`src/rtl/alarm_cmp_pkg.sv`:
```
package alarm_cmp_pkg;

    parameter int unsigned NUM_BYTES  = 8;
    parameter int unsigned BYTE_W     = 8;
    parameter int unsigned DIGIT_W    = 4;
    parameter int unsigned ADDR_W     = 5;
    localparam int unsigned NUM_DIGITS = NUM_BYTES * (BYTE_W / DIGIT_W);
    localparam int unsigned IDX_W      = $clog2(NUM_BYTES);
    localparam int unsigned PAGE_W     = ADDR_W - IDX_W;
    localparam int unsigned CNT_W      = NUM_DIGITS * DIGIT_W;

    localparam logic [PAGE_W-1:0] RAM_PAGE   = PAGE_W'(1);
    localparam logic [ADDR_W-1:0] ADDR_CLEAR = ADDR_W'(5'h13);
    localparam logic [ADDR_W-1:0] ADDR_SBY   = ADDR_W'(5'h16);
    localparam logic [BYTE_W-1:0] CLEAR_KEY  = '1;

    typedef logic [DIGIT_W-1:0] digit_t;
    typedef logic [BYTE_W-1:0]  byte_t;

    typedef struct packed {
        logic             rd_ram;
        logic             wr_ram;
        logic             clr_ram;
        logic             wr_sby;
        logic [IDX_W-1:0] idx;
        byte_t            data;
    } bus_req_t;

    // digits with no alarm storage and no part in the compare
    function automatic logic digit_present(input int unsigned i);
        return !(i == 0 || i == 11);
    endfunction

    // bits of each counter digit that carry BCD information
    function automatic digit_t used_bits(input int unsigned i);
        case (i)
            5, 7, 10: return 4'h7;
            9, 13:    return 4'h3;
            15:       return 4'h1;
            0, 11:    return 4'h0;
            default:  return 4'hF;
        endcase
    endfunction

    function automatic byte_t byte_store_mask(input int unsigned b);
        byte_t m;
        m[DIGIT_W-1:0]      = digit_present(2*b)   ? '1 : '0;
        m[BYTE_W-1:DIGIT_W] = digit_present(2*b+1) ? '1 : '0;
        return m;
    endfunction

    function automatic logic digit_hit(input digit_t stored, input digit_t live,
                                       input digit_t used);
        return (stored[DIGIT_W-1 -: 2] == 2'b11) || (stored == (live & used));
    endfunction

endpackage

```
`src/rtl/alarm_bus_decode.sv`:
```
module alarm_bus_decode
    import alarm_cmp_pkg::*;
(
    input  logic              pwr_ok,
    input  logic              bus_sel,
    input  logic              bus_wr,
    input  logic [ADDR_W-1:0] bus_addr,
    input  byte_t             bus_wdata,
    output bus_req_t          req
);
    logic active;
    logic in_ram;

    always_comb begin
        active      = pwr_ok && bus_sel;
        in_ram      = (bus_addr[ADDR_W-1 -: PAGE_W] == RAM_PAGE);
        req.rd_ram  = active && in_ram;
        req.wr_ram  = active && bus_wr && in_ram;
        req.clr_ram = active && bus_wr && (bus_addr == ADDR_CLEAR) && (bus_wdata == CLEAR_KEY);
        req.wr_sby  = active && bus_wr && (bus_addr == ADDR_SBY);
        req.idx     = bus_addr[IDX_W-1:0];
        req.data    = bus_wdata;
    end
endmodule

```
`src/rtl/alarm_ram.sv`:
```
module alarm_ram
    import alarm_cmp_pkg::*;
(
    input  logic                                clk,
    input  logic                                rst,
    input  bus_req_t                            req,
    output logic [NUM_DIGITS-1:0][DIGIT_W-1:0]  ram_digits,
    output byte_t                               rd_data
);
    logic [NUM_BYTES-1:0][BYTE_W-1:0] ram_bytes;

    for (genvar g = 0; g < NUM_DIGITS; g++) begin : g_cell
        if (digit_present(g)) begin : g_store
            digit_t cell_q;
            always_ff @(posedge clk) begin
                if (rst || req.clr_ram)
                    cell_q <= '0;
                else if (req.wr_ram && req.idx == IDX_W'(g / 2))
                    cell_q <= req.data[(g % 2) * DIGIT_W +: DIGIT_W];
            end
            assign ram_digits[g] = cell_q;
        end else begin : g_none
            assign ram_digits[g] = '0;
        end
    end

    assign ram_bytes = ram_digits;
    assign rd_data   = req.rd_ram ? ram_bytes[req.idx] : '0;

    assert_clear_R8: assert property (@(posedge clk) disable iff (rst)
        req.clr_ram |=> (ram_digits == '0));

    assert_write_R2: assert property (@(posedge clk) disable iff (rst)
        req.wr_ram |=> (ram_bytes[$past(req.idx)] ==
                        ($past(req.data) & byte_store_mask($past(req.idx)))));
endmodule

```
`src/rtl/alarm_digit_cmp.sv`:
```
module alarm_digit_cmp
    import alarm_cmp_pkg::*;
(
    input  logic [NUM_DIGITS-1:0][DIGIT_W-1:0] ram_digits,
    input  logic [CNT_W-1:0]                   cnt_time,
    output logic                               all_hit
);
    logic [NUM_DIGITS-1:0] hit;

    for (genvar g = 0; g < NUM_DIGITS; g++) begin : g_dig
        if (digit_present(g)) begin : g_cmp
            assign hit[g] = digit_hit(ram_digits[g], cnt_time[g*DIGIT_W +: DIGIT_W],
                                      used_bits(g));
        end else begin : g_skip
            assign hit[g] = 1'b1;
        end
    end

    assign all_hit = &hit;
endmodule

```
`src/rtl/alarm_match_latch.sv`:
```
module alarm_match_latch
    import alarm_cmp_pkg::*;
(
    input  logic     clk,
    input  logic     rst,
    input  logic     tick_1k,
    input  bus_req_t req,
    input  logic     all_hit,
    output logic     match_q,
    output logic     sby_pull_low
);
    logic tick_d;
    logic sby_en_q;

    always_ff @(posedge clk) begin
        if (rst) begin
            tick_d   <= 1'b0;
            match_q  <= 1'b0;
            sby_en_q <= 1'b0;
        end else begin
            tick_d <= tick_1k;
            if (tick_d)
                match_q <= all_hit;
            if (req.wr_sby)
                sby_en_q <= req.data[0];
        end
    end

    assign sby_pull_low = sby_en_q && match_q;

    assert_hold_between_ticks_R7: assert property (@(posedge clk) disable iff (rst)
        !$past(tick_d) |-> $stable(match_q));

    assert_sby_cause_R9: assert property (@(posedge clk) disable iff (rst)
        $rose(sby_pull_low) |-> ($past(tick_d) || $past(req.wr_sby)));

    assert_no_wr_sby_R10: assert property (@(posedge clk) disable iff (rst)
        !req.wr_sby |=> $stable(sby_en_q));
endmodule

```
`src/rtl/alarm_cmp_unit.sv`:
```
module alarm_cmp_unit
    import alarm_cmp_pkg::*;
(
    input  logic              clk,
    input  logic              rst,
    input  logic              pwr_ok,
    input  logic              bus_sel,
    input  logic              bus_wr,
    input  logic [ADDR_W-1:0] bus_addr,
    input  logic [BYTE_W-1:0] bus_wdata,
    output logic [BYTE_W-1:0] bus_rdata,
    input  logic              tick_1k,
    input  logic [CNT_W-1:0]  cnt_time,
    output logic              match_valid,
    output logic              sby_pull_low
);
    bus_req_t                           req;
    logic [NUM_DIGITS-1:0][DIGIT_W-1:0] ram_digits;
    logic                               all_hit;

    alarm_bus_decode u_dec (
        .pwr_ok    (pwr_ok),
        .bus_sel   (bus_sel),
        .bus_wr    (bus_wr),
        .bus_addr  (bus_addr),
        .bus_wdata (bus_wdata),
        .req       (req)
    );

    alarm_ram u_ram (
        .clk        (clk),
        .rst        (rst),
        .req        (req),
        .ram_digits (ram_digits),
        .rd_data    (bus_rdata)
    );

    alarm_digit_cmp u_cmp (
        .ram_digits (ram_digits),
        .cnt_time   (cnt_time),
        .all_hit    (all_hit)
    );

    alarm_match_latch u_lat (
        .clk          (clk),
        .rst          (rst),
        .tick_1k      (tick_1k),
        .req          (req),
        .all_hit      (all_hit),
        .match_q      (match_valid),
        .sby_pull_low (sby_pull_low)
    );

    assert_pwrdown_ram_R10: assert property (@(posedge clk) disable iff (rst)
        !pwr_ok |=> $stable(ram_digits));

    assert_pwrdown_rdata_R10: assert property (@(posedge clk) disable iff (rst)
        !pwr_ok |-> (bus_rdata == '0));
endmodule

```
`config.mk`:
```
export PLATFORM = sky130hd
export DESIGN_NAME = alarm_cmp_unit
export DESIGN_NICKNAME = d
export VERILOG_FILES = /design/src/rtl/alarm_cmp_pkg.sv /design/src/rtl/alarm_bus_decode.sv /design/src/rtl/alarm_ram.sv /design/src/rtl/alarm_digit_cmp.sv /design/src/rtl/alarm_match_latch.sv /design/src/rtl/alarm_cmp_unit.sv
export SDC_FILE = /design/constraint.sdc
export NUM_CORES = 1
export LEC_CHECK = 0
export BUFFER_PORTS_ARGS = -buffer_cell sky130_fd_sc_hd__buf_2
export CAP_MARGIN = 20
export CELL_PAD_IN_SITES_DETAIL_PLACEMENT = 1
export CELL_PAD_IN_SITES_GLOBAL_PLACEMENT = 1
export CORE_MARGIN = 1.5
export CORE_UTILIZATION = 35
export CTS_BUF_LIST = sky130_fd_sc_hd__clkbuf_8 sky130_fd_sc_hd__clkbuf_16
export DETAILED_ROUTE_END_ITERATION = 8
export HOLD_SLACK_MARGIN = 0.05
export PLACE_DENSITY_LB_ADDON = 0.12
export SLEW_MARGIN = 20
export SYNTH_ARGS = -nofsm -noshare
export SYNTH_HDL_FRONTEND = slang
export SYNTH_SLANG_ARGS = --single-unit
```
`constraint.sdc`:
```
create_clock -name clk -period 1.8 [get_ports clk]
set_clock_uncertainty 0.2 [all_clocks]
set_input_delay 0.36 -clock clk [delete_from_list [all_inputs] [get_ports clk]]
set_output_delay 0.36 -clock clk [all_outputs]
set_load 0.01 [all_outputs]
```
# After elaboration in Yosys (flattened, before gate mapping)

Index checks and enable logic that the tools add are counted.

Bits in writable memories: 0
Latch bits: 0
Output and inout port bits: 10
Input port bits: 83
Bits in read-only memories: 0
Memories kept: 0
Register bits: 59
Logic and storage cells: 93

Equal/unequal tests: 39
Shifts and indexed selects: 0
Mux-type cells: 3
Add/subtract/negate cells: 0
Divide/modulo/power cells: 0
Bitwise logic cells: 0
Reductions and logical operators: 33
$mul: 0
Order comparisons: 1

Operators by type and width:

| kind               | count |
|---|---|
| $eq 4x4->1         | 8 |
| $eq 2x2->1 const B | 14 |
| $bmux 8 s3         | 1 |
| $logic_and 1x1->1  | 16 |
| $mux 8             | 2 |
| $logic_or 1x1->1   | 15 |
| $reduce_and 14->1  | 1 |
| $eq 3x3->1 const B | 4 |
| $eq 4x3->1         | 3 |
| $eq 5x5->1 const B | 2 |
| $eq 4x2->1         | 2 |
| $eq 8x8->1 const B | 1 |
| $eq 3x2->1 const B | 2 |
| $eq 4x1->1         | 1 |
| $lt 3x4->1 const B | 1 |
| $eq 3x1->1 const B | 1 |
| $logic_not 3->1    | 1 |
| $eq 2x1->1 const B | 1 |

# Logic depth before layout (Yosys ltp)

Gate-level depths: netlist (run 1).

Word-level depth: 5
Mapped depth: 7

# Cells and area by module

A second synthesis (run 1) with hierarchy kept.

Cell total of the unflattened synthesis: 410
Area, all modules: 3634.7 um^2

Modules (own cells, without submodules):

| module            | times used | seq. area each (um^2) | cells each | area each (um^2) |
|---|---|---|---|---|
| alarm_ram         | 1          | 1121.1                | 286        | 2676.3 |
| alarm_digit_cmp   | 1          | 0.0                   | 95         | 700.7 |
| alarm_bus_decode  | 1          | 0.0                   | 20         | 157.7 |
| alarm_match_latch | 1          | 60.1                  | 9          | 100.1 |

# Worst setup path before layout (run 1)

OpenSTA, ideal clock, no wires.

Kind: in2out
Start point: in bus_addr[1]
End point: out bus_rdata[3]
Stages: 5
Required time: 1.240 ns
Slack: -0.064 ns
Data arrival time: 1.304 ns
Cell sequence: buf_2 > buf_2 > mux4_2 > a21oi_1 > nor2_1

Longest elaborated chain between the ends: 3

RTL lines:

| item                         | line                 | text |
|---|---|---|
| start: declaration           | alarm_cmp_unit.sv:9  | `input logic [ADDR_W-1:0] bus_addr,` |
| $bmux 8 s3                   | alarm_ram.sv:28      | `assign rd_data = req.rd_ram ? ram_bytes[req.idx] : '0;` |
| $mux 8 (implied by the code) | alarm_ram.sv:28      |  |
| $mux 8                       | alarm_ram.sv:28      |  |
| end: declaration             | alarm_cmp_unit.sv:11 | `output logic [BYTE_W-1:0] bus_rdata,` |

No other way between the ends. The select of a mux whose other input is x is not followed.

# Final worst setup path (run 1)

Start point: reg u_ram.g_cell[7].g_store.cell_q[2]
End point: out bus_rdata[6]

Longest elaborated chain between the ends: 3

RTL lines:

| item                         | line            | text |
|---|---|---|
| start: declaration           | alarm_ram.sv:14 | `digit_t cell_q;` |
| start signal: assignment     | alarm_ram.sv:19 | `cell_q <= req.data[(g % 2) * DIGIT_W +: DIGIT_W];` |
| $bmux 8 s3                   | alarm_ram.sv:28 |  |
| $mux 8 (implied by the code) | alarm_ram.sv:28 |  |
| $mux 8                       | alarm_ram.sv:28 |  |

No other way between the ends. The select of a mux whose other input is x is not followed.

==> results.txt, run 1 <==
----------------------------------------------------
[Outcome]
  Result of the run ... complete, but fails checks
  Violations in the final reports ... setup timing

[Global route]
  Overall fraction of global-route tracks in use ... between 20% and 30%
  Antenna violations before repair ... 0
  Number of global-route vias before repair ... about 3500
  Aggregate global routing overflow ... 0
  Maximum number of pins on one net before global-route repair ... 29
  First-pass GRT wire length ... ~19000 um

[Floorplanning]
  Total Die Area ... around 10000 um2
  Core Region ... just under 10000 um2
  Effective utilization at floorplan ... 35.7%
  Number of primary I/O pins ... 93
  Die X ... 102 um
  Vertical die dimension ... slightly above 100 um
  Number of rows created at floorplan ... 36

[Setup path]
  Data arrival at the endpoint of the critical path ... 1.52 ns
  Kind of end point of the critical path ... primary output
  Required time at the endpoint of the critical path ... ~1.2 ns
  Destination of the worst register-to-register timing path ... u_lat.match_q
  Highest fanout seen on the critical path ... 3
  Sort of element at the start of the critical path ... flip-flop
  Launch point of the worst reg-to-reg path ... u_ram.g_cell[1].g_store.cell_q[2]
  Minimum setup slack among reg-to-reg paths ... 0.01 ns
  Worst Setup Path Type ... flip-flop to primary output
  Cell count of the worst reg-to-reg path ... 7

[Power and ir drop]
  VDD IR max ... 235 uV
  Ratio of total power to cell area ... 593 nW/um2
  Fraction of power consumed by sequential logic ... 47.4%
  Combinational share of power ... between 10% and 20%
  Clock power share ... about two fifths
  Switching component of the power ... between 0.0007 and 0.0008 W
  Switching portion of total power ... approximately 27%
  Leakage ... around 2.0 nW
  Design internal power ... just over 0.002 W

[Logic synthesis]
  Dominant register cell in the synthesized netlist ... dfxtp_1
  Post-synthesis cell type with the largest combined area ... dfxtp_1
  Synth Instances ... 402
  Number of nets produced by synthesis ... around 490
  Number of enable-type register cells in the synthesized netlist ... 0
  Netlist Area Pre-Place ... 3440 um2
  Syn. warnings ... 0
  Sequential share of the synthesized area ... approximately 34%
  Share of the synthesized area in the top cell type ... about a third
  Cell types with the largest area share after synthesis ... dfxtp_1 (34%), mux2i_1 (12%), a21oi_1 (5.8%)
  Mean instance size in the synthesized netlist ... roughly 8.6 um2
  Yosys cell types ... 39
  Fraction of synthesis flops using an asynchronous set or reset pin ... 0%
  Post-synthesis sequential element count ... between 50 and 60

[Detailed routing]
  Total number of vias ... 3412
  Vias per cell ... approximately 5.1
  Final ANT Viol Nets ... 0
  First DRT Iteration DRCs ... 81
  Number of iterations in the first detailed-routing pass ... 4
  DRC violations left ... 0
  Routed wire length ... approximately 12000 um
  Routed WL per cell ... about 18 um

[Worst hold path]
  Worst min-delay path category ... input pin to flip-flop
  Number of cells on the worst hold path ... 2
  Startpoint of the worst hold path ... rst
  Destination of the worst hold path ... u_lat.sby_en_q

[Clock tree]
  CTS H-Tree Depth ... 3
  Number of buffers created by CTS ... 9
  Clk root buf ... clkbuf_8
  Clock tree from TritonCTS ... yes
  Clock latency on the worst-skew pair ... 0.34 ns
  Number of sinks driven by the clock tree ... roughly 60
  Clock-pin slew on the worst setup and hold paths ... 0.07 ns
  Maximum clock insertion buffer count ... 2

[Final layout]
  Antenna diodes ... 0
  Combined area of the multi-input logic cells ... 2140 um2
  Final nets ... ~610
  Sequential standard cell area ... 1210 um2
  Signed area change from the synthesized netlist to the final layout ... 35.6%
  Final instance count without filler cells ... about 660
  End-of-flow core utilization ... between 40% and 50%
  Fraction of final layout cells with drive strength greater than 1 ... between 40% and 50%
  Leading cell type in the layout, fill and taps excluded ... buf_2
  Commonest cells after routing, fill and taps aside ... buf_2 (72), buf_4 (65), nor2_1 (51), mux2i_1 (41), dfxtp_1 (36)
  Count of fill cells added during filler insertion ... ~1200

[STA]
  Post-Route Setup TNS ... -1.97 ns
  Minimum setup slack in the final design ... -0.277 ns
  Relative slew margins ... between 70% and 80%
  Achievable Freq ... approximately 0.48 GHz
  Final-report max-slew violation count ... 0
  Final Hold Viols ... 0
  Share of the clock period used by the worst path ... 115%
  Endpoints failing setup ... 8
  RSZ-0062 raised after global routing ... yes
  Final min period ... 2.08 ns
  Worst Tran Pin Value ... 0.432 ns

[Placement]
  Pre-CTS worst setup slack ... -0.405 ns
  Post-Place Cells ... approximately 640
  Estimated wirelength of the detail-placed design ... ~9400 um
  Number of buffers added on ports ... 74
  GP Congestion ... between 0.8 and 0.9

[Flow run]
  Max cap viols ... 0

----------------------------------------------------
-- synthesized netlist by cell type, types with 2 or more instances --
master and number:
nor2_1 51, buf_2 8, nand4_1 3, a21oi_2 10, mux2i_1 41, mux2_2 4
nor2b_1 3, clkbuf_1 10, xnor2_1 19, a21oi_1 40, nand2_1 35, o21ai_0 10
a22oi_1 10, dfxtp_1 59, xor2_1 11, nor3b_1 2, buf_6 4, mux4_2 7
nor4_1 9, buf_4 3, inv_1 15, o22ai_1 6, nand3_1 26
-- stage by stage --
step | hold WS [ns] | total power [W] | area (um2)
5_1_grt | 0.0710 | 0.00289 | 4670
2_1_floorplan | 0.232 | 0.00152 | 3450
3_3_place_gp | 0.264 | 0.00168 | 4300
3_5_place_dp | 0.282 | 0.00169 | 4300
4_1_cts | 0.0650 | 0.00279 | 4590
6_report | 0.0829 | 0.00277 | 4670
-- power by group through the flow --
stage,registers (W),logic [W],clock network (W)
after floorplan,0.00134,0.000175,0
after global placement,0.00134,0.000342,0
after detailed placement,0.00134,0.000349,0
after CTS,0.00131,0.000359,0.00112
after global routing,0.00131,0.000398,0.00118
final,0.00131,0.000369,0.00109
-- registers in the layout (all words and copies together) (netlist names) --
| signal | count |
|---|---|
| u_lat.match_q | 1 |
| u_lat.sby_en_q | 1 |
| u_lat.tick_d | 1 |
| u_ram.g_cell.g_store.cell_q | 56 |
-- cell type report --
type / instances / share of cell area, %
Clock buffer: 11 / 3.24
Clock inverter: 3 / 0.321
Inverter: 16 / 1.29
Multi-Input combinational cell: 300 / 45.8
Sequential cell: 59 / 25.9
Tap cell: 133 / 3.56
Timing Repair Buffer: 142 / 19.9
-- routing by layer --
metal | vias up | part of all wire, % | global-route usage, % | routed length (um)
li1 | 1651 | - | - | -
met3 | 12 | 5.1 | 5.06 | 623
met5 | - | 0 | 0 | 0
met4 | 0 | 1.0 | 4.95 | 125
met1 | 1658 | 45 | 31.3 | 5470
met2 | 91 | 49 | 42.8 | 5970
-- worst max-delay path, cell delays in order (launching register included) --
cell,delay (ns)
dfxtp_2,0.34
mux4_2,0.45
mux2i_1,0.17
nor2_1,0.08
buf_2,0.14
-- how the worst max path moves through the flow --
stage	endpoint	depth (start not counted)	startpoint
final	bus_rdata[6]	4	u_ram.g_cell[7].g_store.cell_q[2]
after global routing	bus_rdata[6]	4	u_ram.g_cell[7].g_store.cell_q[2]
after CTS	bus_rdata[0]	4	u_ram.g_cell[14].g_store.cell_q[0]
after detailed placement	bus_rdata[7]	5	bus_addr[0]
after global placement	bus_rdata[7]	5	bus_addr[0]
after floorplan	bus_rdata[2]	4	bus_addr[1]
-- cell families (layout without fill, tap and decap cells) --
| logic type | count (synthesis) | after routing | synth area share, % |
|---|---|---|---|
| mux | 53 | 53 | 18.6 |
| flops | 59 | 59 | 34.3 |
| xor+xnor | 30 | 30 | 7.63 |
| compound gates | 77 | 77 | 13.4 |
| buf+inv | 43 | 172 | 6.54 |
| simple gates | 140 | 140 | 19.6 |
-- what timing repair did --
item | 4_1_cts | 5_1_grt
gates cloned | 0 | 0
hold buffers | 1 | 0
endpoints found under the setup margin | 65 | 48
gates resized for setup | 28 | 20
pin swaps | 6 | 16
setup buffers | 8 | 0
endpoints found under the hold margin | 1 | 0
No activity file was read; power rests on OpenSTA's default activity.
==> run 2, diff against run 1 <==
- REMOVE_ABC_BUFFERS: not set -> 1
==> results.txt, run 2 (synthesized netlist as in run 1, its figures left out) <==
----------------------------------------------------
[Detailed routing]
  Number of iterations in the first detailed-routing pass ... 4 (unchanged)
  First DRT Iteration DRCs ... 102 (+26%)
  DRC violations left ... 0 (unchanged)
  Final ANT Viol Nets ... 0 (unchanged)
  Routed WL per cell ... 18.3 um (-0.32%)
  Total number of vias ... 3470 (+1.7%)
  Vias per cell ... 5.11 (-0.55%)
  Routed wire length ... 12400 um (+1.9%)

[Setup path]
  Sort of element at the start of the critical path ... flip-flop
  Worst Setup Path Type ... flip-flop to primary output
  Kind of end point of the critical path ... primary output
  Required time at the endpoint of the critical path ... 1.24 ns (about the same)
  Cell count of the worst reg-to-reg path ... 7 (unchanged)
  Highest fanout seen on the critical path ... 2 (-1)
  Data arrival at the endpoint of the critical path ... 1.50 ns (-0.02 ns)

[Global route]
  Number of global-route vias before repair ... 3638 (+2.5%)
  Aggregate global routing overflow ... 0 (unchanged)
  Maximum number of pins on one net before global-route repair ... 29 (unchanged)
  Antenna violations before repair ... 0 (unchanged)
  Overall fraction of global-route tracks in use ... 25.3% (+0.83 points)
  First-pass GRT wire length ... 19500 um (+2.4%)

[Placement]
  Number of buffers added on ports ... 74 (unchanged)
  Pre-CTS worst setup slack ... -0.406 ns (-0.000910 ns)
  Placed cell area ... 4310 um2 (+0.41%)
  GP Congestion ... 0.769 (-9.7%)
  Estimated wirelength of the detail-placed design ... 9330 um (-0.81%)

[Final layout]
  Count of fill cells added during filler insertion ... 1199 (-0.58%)
  Max FFs per register ... 56 (unchanged)
  Final nets ... 624 (+2.1%)
  Final design instance area without fill ... 4780 um2 (+2.4%)
  Commonest cells after routing, fill and taps aside ... buf_4 (74), buf_2 (72), nor2_1 (50), mux2i_1 (41)
  Signed area change from the synthesized netlist to the final layout ... 38.9%
  Antenna diodes ... 0 (unchanged)
  Largest register by flop count ... u_ram.g_cell.g_store.cell_q
  End-of-flow core utilization ... 49.6% (+1.2 points)
  Leading cell type in the layout, fill and taps excluded ... buf_4
  Fraction of final layout cells with drive strength greater than 1 ... 42.9% (+0.30 points)

[Power and ir drop]
  Leakage ... 2.05 nW (+4.4%)
  Combinational share of power ... 13.6% (+0.3 points)
  Ratio of total power to cell area ... 586 nW/um2 (-1.2%)
  Post-layout power ... 0.00280 W (+1.2%)
  Switching component of the power ... 0.000765 W (+3.0%)
  Fraction of power consumed by sequential logic ... 46.8% (-0.6 points)
  Switching portion of total power ... 27.3% (+0.47 points)
  Design internal power ... 0.00204 W (+0.57%)
  VDD IR max ... 268 uV (+14%)
  Clock power share ... 39.5% (+0.3 points)

[Outcome]
  Result of the run ... complete, but fails checks
  Violations in the final reports ... setup timing

[STA]
  Share of the clock period used by the worst path ... 114% (-0.97 points)
  Minimum hold slack ... 0.176 ns (+0.0928 ns)
  Final Hold Viols ... 0 (unchanged)
  Endpoints failing setup ... 9 (+1)
  Achievable Freq ... 0.485 GHz (+0.84%)
  Relative slew margins ... 73.2% (+2.3 points)
  Minimum setup slack in the final design ... -0.260 ns (+0.0174 ns)
  Final-report max-slew violation count ... 0 (unchanged)
  RSZ-0062 raised after global routing ... yes
  Final min period ... 2.06 ns (-0.0174 ns)
  Worst Tran Pin Value ... 0.403 ns (-0.0292 ns)

[Clock tree]
  Clock-pin slew on the worst setup and hold paths ... 0.07 ns (about the same)
  Number of buffers created by CTS ... 9 (unchanged)
  CTS H-Tree Depth ... 3 (unchanged)
  Maximum clock insertion buffer count ... 2 (unchanged)
  Number of sinks driven by the clock tree ... 59 (unchanged)
  Clk root buf ... clkbuf_8
  Clock tree from TritonCTS ... yes
  Clock latency on the worst-skew pair ... 0.35 ns (about the same)

[Floorplanning]
  Effective utilization at floorplan ... 35.7% (unchanged)
  Number of rows created at floorplan ... 36 (unchanged)
  Die X ... 102 um (unchanged)
  Core Region ... 9640 um2 (unchanged)
  Number of primary I/O pins ... 93 (unchanged)
  Total Die Area ... 10400 um2 (unchanged)
  Vertical die dimension ... 102 um (unchanged)

[Worst hold path]
  Number of cells on the worst hold path ... 3 (+1)
  Worst min-delay path category ... input pin to flip-flop

[Flow run]
  Max cap viols ... 0 (unchanged)

----------------------------------------------------
-- run 2: cell count changes in the layout (fill, tap and decap cells not counted), sizes merged --
cell         previous run  this run
buf                   141       152
inv                    16        19
dlygate4sd3             1         3
clkinv                  3         2
-- run 2: final cells by class --
cell class	count	area [um2]	area share [%]
tap	133	166	3.48
clock buffer	11	151	3.17
clock inverter	5	21.3	0.445
timing repair buffer	155	1060	22.1
sequential	59	1210	25.3
multi-input combinational	300	2110	44.2
inverter	16	60.1	1.26
-- run 2: worst max-delay path, stage by stage, from the launching register on --
cell	delay (ns)
dfxtp_2	0.32
mux4_2	0.48
mux2i_1	0.15
nor2_1	0.06
buf_2	0.14
-- run 2: path summary, 6_finish.rpt --
check | startpoint | to | slack [ns]
worst max-delay path | u_ram.g_cell[7].g_store.cell_q[2] | bus_rdata[6] | -0.26
worst min-delay path | bus_wdata[1] | u_ram.g_cell[8].g_store.cell_q[1] | 0.18
worst max register to register | u_ram.g_cell[15].g_store.cell_q[0] | u_lat.match_q | -0.03
worst min register to register | u_lat.match_q | u_lat.match_q | 0.29
-- run 2: power groups by stage --
stage | combinational (W) | clock [W] | sequential [W]
after floorplan | 0.000120 | 0 | 0.00134
after global placement | 0.000354 | 0 | 0.00134
after CTS | 0.000373 | 0.00113 | 0.00131
after global routing | 0.000411 | 0.00119 | 0.00131
final | 0.000382 | 0.00111 | 0.00131
after detailed placement | 0.000359 | 0 | 0.00134
-- run 2: per-stage QoR --
step	instances	TNS [ns]
after detailed placement	640	-20.10
after global placement	640	-21.06
after floorplan	375	-38.54
after CTS	676	-2.04
final	679	-2.02
after global routing	679	-2.60
-- run 2: routing by layer --
metal  global-route usage (%)  wire (um)  vias up
met1                     32.9       5660     1675
met4                     10.7        348        0
met2                     41.7       5850       89
met5                        0          0        -
li1                         -          -     1683
met3                     4.04        568       23
-- run 2: timing repair --
action	in CTS	in global routing
gates resized for setup	33	13
setup buffers	17	3
pin swaps	6	4
endpoints found under the hold margin	2	0
hold buffers	3	0
setup endpoints to repair	9	21
